--- src/rtl/dbg_trig_pkg.sv ---
package dbg_trig_pkg;

    typedef struct packed {
        logic prev_nz;
        logic trig;
    } ovf_state_t;

    typedef struct packed {
        logic xhalt;
        logic halt_cmd;
        logic restart_cmd;
        logic halted;
        logic restarted;
    } ctl_state_t;

endpackage

--- src/rtl/dbg_ovf_trig.sv ---
module dbg_ovf_trig
    import dbg_trig_pkg::*;
#(
    parameter int NUM_CNT = 32
) (
    input  logic               clk,
    input  logic               rst_n,
    input  logic               ovf_multi,
    input  logic [NUM_CNT-1:0] ovf_status,
    output logic               ovf_trig
);

    ovf_state_t st_d, st_q;
    logic       any_set;
    logic       first_set;

    always_comb begin
        any_set    = |ovf_status;
        first_set  = any_set && !st_q.prev_nz;
        st_d       = st_q;
        st_d.prev_nz = any_set;
        if (ovf_multi) begin
            st_d.trig = first_set || (st_q.trig && any_set);
        end else begin
            st_d.trig = first_set;
        end
    end

    always_ff @(posedge clk) begin
        if (!rst_n) begin
            st_q <= '0;
        end else begin
            st_q <= st_d;
        end
    end

    assign ovf_trig = st_q.trig;

    p_ovf_pulse_r5: assert property (@(posedge clk) disable iff (!rst_n)
        (ovf_trig && !ovf_multi) |=> !ovf_trig);

    p_ovf_hold_r4: assert property (@(posedge clk) disable iff (!rst_n)
        (ovf_trig && ovf_multi && (|ovf_status)) |=> ovf_trig);

    p_ovf_clear_r4: assert property (@(posedge clk) disable iff (!rst_n)
        (ovf_status == '0) |=> !ovf_trig);

endmodule

--- src/rtl/dbg_halt_ctrl.sv ---
module dbg_halt_ctrl
    import dbg_trig_pkg::*;
(
    input  logic clk,
    input  logic rst_n,
    input  logic inv_en,
    input  logic noninv_en,
    input  logic entry_commit,
    input  logic in_halt,
    input  logic dbg_req,
    input  logic restart_req,
    output logic xhalt_trig,
    output logic halt_cmd,
    output logic restart_cmd,
    output logic halted,
    output logic restarted
);

    ctl_state_t st_d, st_q;

    always_comb begin
        st_d             = st_q;
        st_d.xhalt       = noninv_en && entry_commit && !in_halt;
        st_d.halt_cmd    = inv_en && dbg_req && !in_halt;
        st_d.restart_cmd = inv_en && restart_req && in_halt;
        st_d.halted      = in_halt;
        if (st_q.halted && !in_halt) begin
            st_d.restarted = 1'b1;
        end else if (!st_q.halted && in_halt) begin
            st_d.restarted = 1'b0;
        end
    end

    always_ff @(posedge clk) begin
        if (!rst_n) begin
            st_q <= '0;
        end else begin
            st_q <= st_d;
        end
    end

    assign xhalt_trig  = st_q.xhalt;
    assign halt_cmd    = st_q.halt_cmd;
    assign restart_cmd = st_q.restart_cmd;
    assign halted      = st_q.halted;
    assign restarted   = st_q.restarted;

    p_xhalt_commit_r2: assert property (@(posedge clk) disable iff (!rst_n)
        $rose(xhalt_trig) |-> $past(entry_commit));

    p_xhalt_noninv_r3: assert property (@(posedge clk) disable iff (!rst_n)
        !noninv_en |=> !xhalt_trig);

    p_halt_cmd_r7: assert property (@(posedge clk) disable iff (!rst_n)
        halt_cmd |-> !halted);

    p_restart_cmd_r8: assert property (@(posedge clk) disable iff (!rst_n)
        restart_cmd |-> halted);

    p_inv_off_r9: assert property (@(posedge clk) disable iff (!rst_n)
        !inv_en |=> (!halt_cmd && !restart_cmd));

    p_restarted_r10: assert property (@(posedge clk) disable iff (!rst_n)
        halted |-> !restarted);

endmodule

--- src/rtl/dbg_trig_endpoint.sv ---
module dbg_trig_endpoint #(
    parameter int NUM_CNT = 32
) (
    input  logic               clk,
    input  logic               rst_n,
    input  logic               inv_en,
    input  logic               noninv_en,
    input  logic               entry_commit,
    input  logic               in_halt,
    input  logic               dbg_req,
    input  logic               restart_req,
    input  logic               ovf_multi,
    input  logic [NUM_CNT-1:0] ovf_status,
    output logic               xhalt_trig,
    output logic               ovf_trig,
    output logic               halt_cmd,
    output logic               restart_cmd,
    output logic               halted,
    output logic               restarted
);

    dbg_halt_ctrl u_ctl (
        .clk          (clk),
        .rst_n        (rst_n),
        .inv_en       (inv_en),
        .noninv_en    (noninv_en),
        .entry_commit (entry_commit),
        .in_halt      (in_halt),
        .dbg_req      (dbg_req),
        .restart_req  (restart_req),
        .xhalt_trig   (xhalt_trig),
        .halt_cmd     (halt_cmd),
        .restart_cmd  (restart_cmd),
        .halted       (halted),
        .restarted    (restarted)
    );

    dbg_ovf_trig #(
        .NUM_CNT (NUM_CNT)
    ) u_ovf (
        .clk        (clk),
        .rst_n      (rst_n),
        .ovf_multi  (ovf_multi),
        .ovf_status (ovf_status),
        .ovf_trig   (ovf_trig)
    );

    // overflow path is independent of the debug enables
    p_ovf_indep_r6: assert property (@(posedge clk) disable iff (!rst_n)
        ($past(ovf_status) == '0 && (|ovf_status)) |=> ovf_trig);

endmodule

--- config.mk ---
export PLATFORM = sky130hd
export DESIGN_NAME = dbg_trig_endpoint
export DESIGN_NICKNAME = d
export VERILOG_FILES = /design/src/rtl/dbg_trig_pkg.sv /design/src/rtl/dbg_ovf_trig.sv /design/src/rtl/dbg_halt_ctrl.sv /design/src/rtl/dbg_trig_endpoint.sv
export SDC_FILE = /design/constraint.sdc
export NUM_CORES = 1
export LEC_CHECK = 0
export CAP_MARGIN = 10
export CELL_PAD_IN_SITES_DETAIL_PLACEMENT = 1
export CELL_PAD_IN_SITES_GLOBAL_PLACEMENT = 1
export CORE_AREA = 8 8 61 63
export CTS_CLUSTER_DIAMETER = 50
export DETAILED_ROUTE_END_ITERATION = 6
export DIE_AREA = 0 0 69 71
export PLACE_DENSITY_LB_ADDON = 0.1
export SETUP_SLACK_MARGIN = 0.4
export SKIP_CTS_REPAIR_TIMING = 1
export SLEW_MARGIN = 20
export SYNTH_ARGS = -nofsm -noshare
export SYNTH_HDL_FRONTEND = slang
export SYNTH_SLANG_ARGS = --single-unit
--- constraint.sdc ---
create_clock -name clk -period 0.9 [get_ports clk]
set_input_delay 0.09 -clock clk [delete_from_list [all_inputs] [get_ports clk]]
set_output_delay 0.09 -clock clk [all_outputs]
set_load 0.01 [all_outputs]
# Word-level counts from Yosys, hierarchy flattened
# Cells that the tools add are included.
dict set report totals {
  register_bits 7
  in_bits 41
  out_inout_bits 6
  elab_cells 26
}
dict set report op_classes {
  muxes 3
  reduce_logical 16
}
# op count
set op_table {}
lappend op_table {{32-bit OR reduction} 1}
lappend op_table {{1-bit logical AND} 10}
lappend op_table {{1-bit logical NOT} 3}
lappend op_table {{1-bit 2-to-1 mux} 3}
lappend op_table {{2-bit nonzero test} 1}
lappend op_table {{1-bit logical OR} 1}

# Logic depth before layout (Yosys ltp)
# Gate-level depths: netlist (run 1).
dict set report logic_depth {
  depth_word 4
  depth_mapped 4
  mapped_depth_nobuf 4
}

# Hierarchy
# A second synthesis (run 1) with hierarchy kept.
dict set report hier_totals {
  cells_unflattened 30
  area_unflattened_um2 301.5
}
# module n_inst cells_per_inst area_per_inst_um2 seq_area_each_um2
set modules_own_cells {}
lappend modules_own_cells {dbg_halt_ctrl 1 14 166.4 100.1}
lappend modules_own_cells {dbg_ovf_trig 1 16 135.1 40.0}

# Worst setup path before layout (run 1)
# Ideal clock, no wire load.
dict set report synth_timing {
  kind {reg-to-reg}
  from {register u_ctl.st_q, in the netlist u_ctl.halted}
  to {register u_ctl.st_q, in the netlist u_ctl.restarted}
  setup_time_ns 0.117
  arrival_time_ns 0.815
  required_ns 0.783
  slack_ns -0.032
  stages_incl_launch_ff 4
  n_path_buf 0
  cell_sequence {dfxtp_1 ha_1 mux2i_1 nor2_1}
}
dict set report synth_between {
  elab_chain_cells 3
  word_cells_on_any_way 5
}
# element line_no
set synth_lines {}
lappend synth_lines {{from (decl)} dbg_halt_ctrl.sv:19} ;# ctl_state_t st_d, st_q;
lappend synth_lines {{from (signal assigned)} dbg_halt_ctrl.sv:38} ;# st_q <= st_d;
lappend synth_lines {{1-bit logical NOT} dbg_halt_ctrl.sv:29} ;# end else if (!st_q.halted && in_halt) begin
lappend synth_lines {{1-bit logical AND} dbg_halt_ctrl.sv:29}
lappend synth_lines {{2-bit nonzero test (no line)} -}
# Parallel ways exist; a longest one is shown, timed or not.
# A chain may end at the register's enable or synchronous reset.

# Worst setup path in the final report (run 1)
# Same ends and word-level chain as after synthesis.

==> results.md, run 1 <==
- After detailed routing, the number of remaining DRC violations is 0.
- The dominant register cell in the synthesized netlist is sky130_fd_sc_hd__dfxtp_1.
- The number of synthesized flops with an enable pin is 0.
- In this run the horizontal extent of the chip is 69 µm.
- Of all nets on the critical path, the largest fanout is 2.
- The data arrival time of the critical path is 1.06 ns.
- Of the total power, registers draw 0.394.
- The share of synthesized flip-flops with an asynchronous set or reset is 0.
- The min-delay analysis places its worst path in the category primary input to register.
- The maximum achievable frequency is 1090 MHz.
- The routed design has 1750 µm of wire.
- The count of maximum capacitance violations is 0.
- The initialized floorplan defines 20 standard-cell rows.
- The die covers 4900 µm².
- Entering global routing, the biggest net connects 6 pins.
- The internal cell power is 0.648 mW.
- The average cell area after synthesis is 9.84 µm².
- The kind of end point of the critical path is a register.
- The count of buffers inserted at the top-level ports is 46.
- The clock slew seen by the registers of the worst setup and hold paths is 0.05 ns.
- The most common cell in the synthesized netlist is sky130_fd_sc_hd__nor4_1.
- The final reports fail on setup timing.
- Relative to the synthesized area, the layout overhead comes to 214%.
- The distinct cell type count of the synthesized netlist is 11.
- The fraction of power spent switching nets is 0.233.
- CTS placed an instance of sky130_fd_sc_hd__clkbuf_4 at the clock tree root.
- The placement-stage worst setup slack is -0.404 ns.
- The share of total power dissipated in the clock network is 0.326.
- The proportion of layout cells with a drive suffix above 1 is 0.578.
- The flow ran to the end, but the final reports show violations.
- The shortest clock period the worst path allows after layout is 0.919 ns.
- In the final design database the tool counted 126 nets.
- For this run, the register share of the synthesized area comes to 0.475.
- VDD sags by at most 0.347 mV.
- The share of total power dissipated in combinational logic is 0.280.
- The first-pass iteration count of the detailed router is 2.
- The slowest stage of the critical path belongs to the cell sky130_fd_sc_hd__dfxtp_2.
- The number of nets handed over by synthesis was 72.
- The setup clock skew after layout is 0.000169 ns.
- The sink count of the clock tree is 7.
- The antenna diode instance count is 0.
- In this run, the number of DRC markers left after iteration 0 of detailed routing was 1.
- The cell area after synthesis is 295 µm².
- After layout, the worst setup slack is -0.0189 ns.
- The TritonCTS clock tree is built.
- Adding up every negative setup slack in the final design gives -0.0189 ns.
- Summing all multi-input logic gate instances after layout gives 250 µm².
- Traced cell by cell, the critical path runs through ha_4 -> mux2i_1 -> nor2_1.
- The number of instances in the synthesized netlist is 30.
- The worst hold path passes through 2 cells.
- The leakage power total is 0.553 nW.
- The clock latency at the later pin of the worst-skew pair is 0.24 ns.
- Summed over all instances, the cell type with the most area after synthesis is sky130_fd_sc_hd__dfxtp_1.
- The detailed placer's ending HPWL is 1470 µm.
- The required time of the critical path is 1.04 ns.
- With fillers left out, the area of the finished cells amounts to 928 µm².
- For this design the total switching power over the nets is 0.196 mW.
- The total placed instance area is 833 µm².
- The final max-slew violation count is 0.
- Pin placement for this block handled 47 I/O pins.
- The effective utilization at floorplan is 0.104.
- The congestion estimate from routability-driven global placement came to 0.628.
- The critical path in this run is classified as register to register.
- The tightest slew margin relative to the limit is 0.812.
- The via count of the routed design is 466.
- The via count of the first global-routing pass is 555.
- The worst-case hold slack is 0.105 ns.
- Setup violations remaining at the end of the flow were counted as 1.
- In this run the vertical extent of the chip is 71 µm.
- Setup repair after global routing could not meet its margin everywhere.
- The combined flip-flop and latch cell area is 144 µm².
- The via density per instance is 4.02.
- The register bit count reported by yosys is 7.
- The global-route wire length before repair is 2520 µm.
- The type of origin of the critical path is a register.
- In the post-synthesis netlist, the biggest area contributors are sky130_fd_sc_hd__dfxtp_1 (47%), sky130_fd_sc_hd__nor4_1 (17%), sky130_fd_sc_hd__and4_1 (12%), sky130_fd_sc_hd__a221oi_2 (5.1%), sky130_fd_sc_hd__ha_1 (4.2%).
- The fraction of post-synthesis cell area in the top cell type by area is 0.475.
- The average wire per cell in the routed design is 15.1 µm.
- The initial antenna violation count was 0.
- No sink is reached through more buffers than the 2 on the longest clock path.
- The detail route stage leaves a number of antenna-violating nets equal to 0.
- The depth of the worst register-to-register path is 3.
- Ranked by instance count, the synthesized netlist is headed by sky130_fd_sc_hd__nor4_1 (8), sky130_fd_sc_hd__dfxtp_1 (7), sky130_fd_sc_hd__and4_1 (4).
- The total global routing overflow is 0.
- The total CTS buffers is 3.
- In this run the number of H-tree levels came out at 1.
- The hold violation total from the final report is 0.
- The area inside the core boundary is 2850 µm².
- The number of warnings issued by yosys is 0.
- The largest single stage delay on the critical path is 0.33 ns.
- At the pin with the least slew margin, the transition time is 0.280 ns.
- The cell area power density is 910 nW/µm².
- The post-route fraction of the period consumed by the critical path is 1.02.
- The total of fill cells in the finished design is 339.
- In the global route stage, overall resource usage came out at 0.0631.
## metal layers
layer  routed length (µm)  up-vias  GRT usage
met3                  100        2     0.0210
li1                     -      226          -
met2                 1080       20      0.126
met1                  542      218     0.0506
met5                    0        -          0
met4                   27        0     0.0410
## power by group through the flow
| stage | Combinational [mW] | Sequential [mW] | Clock, mW |
|---|---|---|---|
| floorplan | 0.0293 | 0.341 | 0 |
| CTS | 0.247 | 0.331 | 0.290 |
| global placement | 0.243 | 0.338 | 0 |
| detailed placement | 0.246 | 0.338 | 0 |
| global route | 0.253 | 0.334 | 0.311 |
| finish | 0.236 | 0.333 | 0.276 |
## placed cells by master, fill, tap and decap left out, types with 2 or more instances in the layout
cell type / netlist / routed
sky130_fd_sc_hd__buf_6: 0 / 7
sky130_fd_sc_hd__dfxtp_2: 0 / 3
sky130_fd_sc_hd__and4_4: 0 / 2
sky130_fd_sc_hd__nor4_4: 0 / 4
sky130_fd_sc_hd__buf_4: 0 / 3
sky130_fd_sc_hd__dlymetal6s2s_1: 0 / 21
sky130_fd_sc_hd__clkbuf_4: 0 / 3
sky130_fd_sc_hd__nor2_1: 2 / 2
sky130_fd_sc_hd__nor4_2: 0 / 3
sky130_fd_sc_hd__buf_2: 0 / 3
sky130_fd_sc_hd__inv_2: 0 / 2
sky130_fd_sc_hd__and4_1: 4 / 2
sky130_fd_sc_hd__clkbuf_2: 0 / 14
sky130_fd_sc_hd__dfxtp_1: 7 / 4
## final timing paths
| path | from | endpoint | slack [ns] |
|---|---|---|---|
| setup / recovery | u_ctl.halted | u_ctl.restarted | -0.02 |
| hold / removal | restart_req | u_ctl.restart_cmd | 0.11 |
| setup reg to reg | u_ctl.halted | u_ctl.restarted | -0.02 |
| hold reg to reg | u_ovf.st_q[1] | u_ovf.ovf_trig | 0.43 |
## logic make-up (layout without fill, tap and decap cells)
| logic type | after synthesis | in the layout | share of synthesized area |
|---|---|---|---|
| buffers and inverters | 2 | 55 | 0.0254 |
| AO/OA/AOI/OAI | 2 | 2 | 0.0678 |
| flip-flops | 7 | 7 | 0.475 |
| adder cells (fa/ha/maj) | 1 | 1 | 0.0424 |
| AND/OR/NAND/NOR | 17 | 17 | 0.356 |
| multiplexers | 1 | 1 | 0.0339 |
## worst max-delay path: cells and delay by family, from the launching register on
family,cells,cell delay [ns]
adder cells (fa/ha/maj),1,0.26
multiplexers,1,0.17
AND/OR/NAND/NOR,1,0.05
flip-flops,1,0.33
## registers in the layout, summed over array words and instances (netlist names)
name	count
u_ctl.restart_cmd	1
u_ctl.restarted	1
u_ovf.ovf_trig	1
u_ctl.halted	1
u_ctl.xhalt_trig	1
u_ctl.halt_cmd	1
u_ovf.st_q	1
## area by class of cell
class	count	share of cell area
inverter	2	0.00809
clock buffer	4	0.0283
tap	33	0.0445
timing repair buffer	49	0.495
multi-input combinational	21	0.270
sequential	7	0.155
## per-stage QoR
stage | util | instances | total power [mW]
2_1_floorplan | - | 30 | 0.371
3_3_place_gp | 0.292 | 112 | 0.581
3_5_place_dp | 0.292 | 112 | 0.583
4_1_cts | 0.301 | 116 | 0.868
5_1_grt | 0.325 | 116 | 0.898
6_report | 0.325 | 116 | 0.845
Note: power is estimated with default switching activity, not from simulation.
==> run 2, diff against run 1 <==
--- a/config.mk
+++ b/config.mk
@@ -15,6 +15,7 @@
 export PLACE_DENSITY_LB_ADDON = 0.1
 export SETUP_SLACK_MARGIN = 0.4
 export SKIP_CTS_REPAIR_TIMING = 1
+export SKIP_LAST_GASP = 1
 export SLEW_MARGIN = 20
 export SYNTH_ARGS = -nofsm -noshare
 export SYNTH_HDL_FRONTEND = slang
==> results of run 2 <==
Final layout, timing and power as in run 1 (identical DEF).
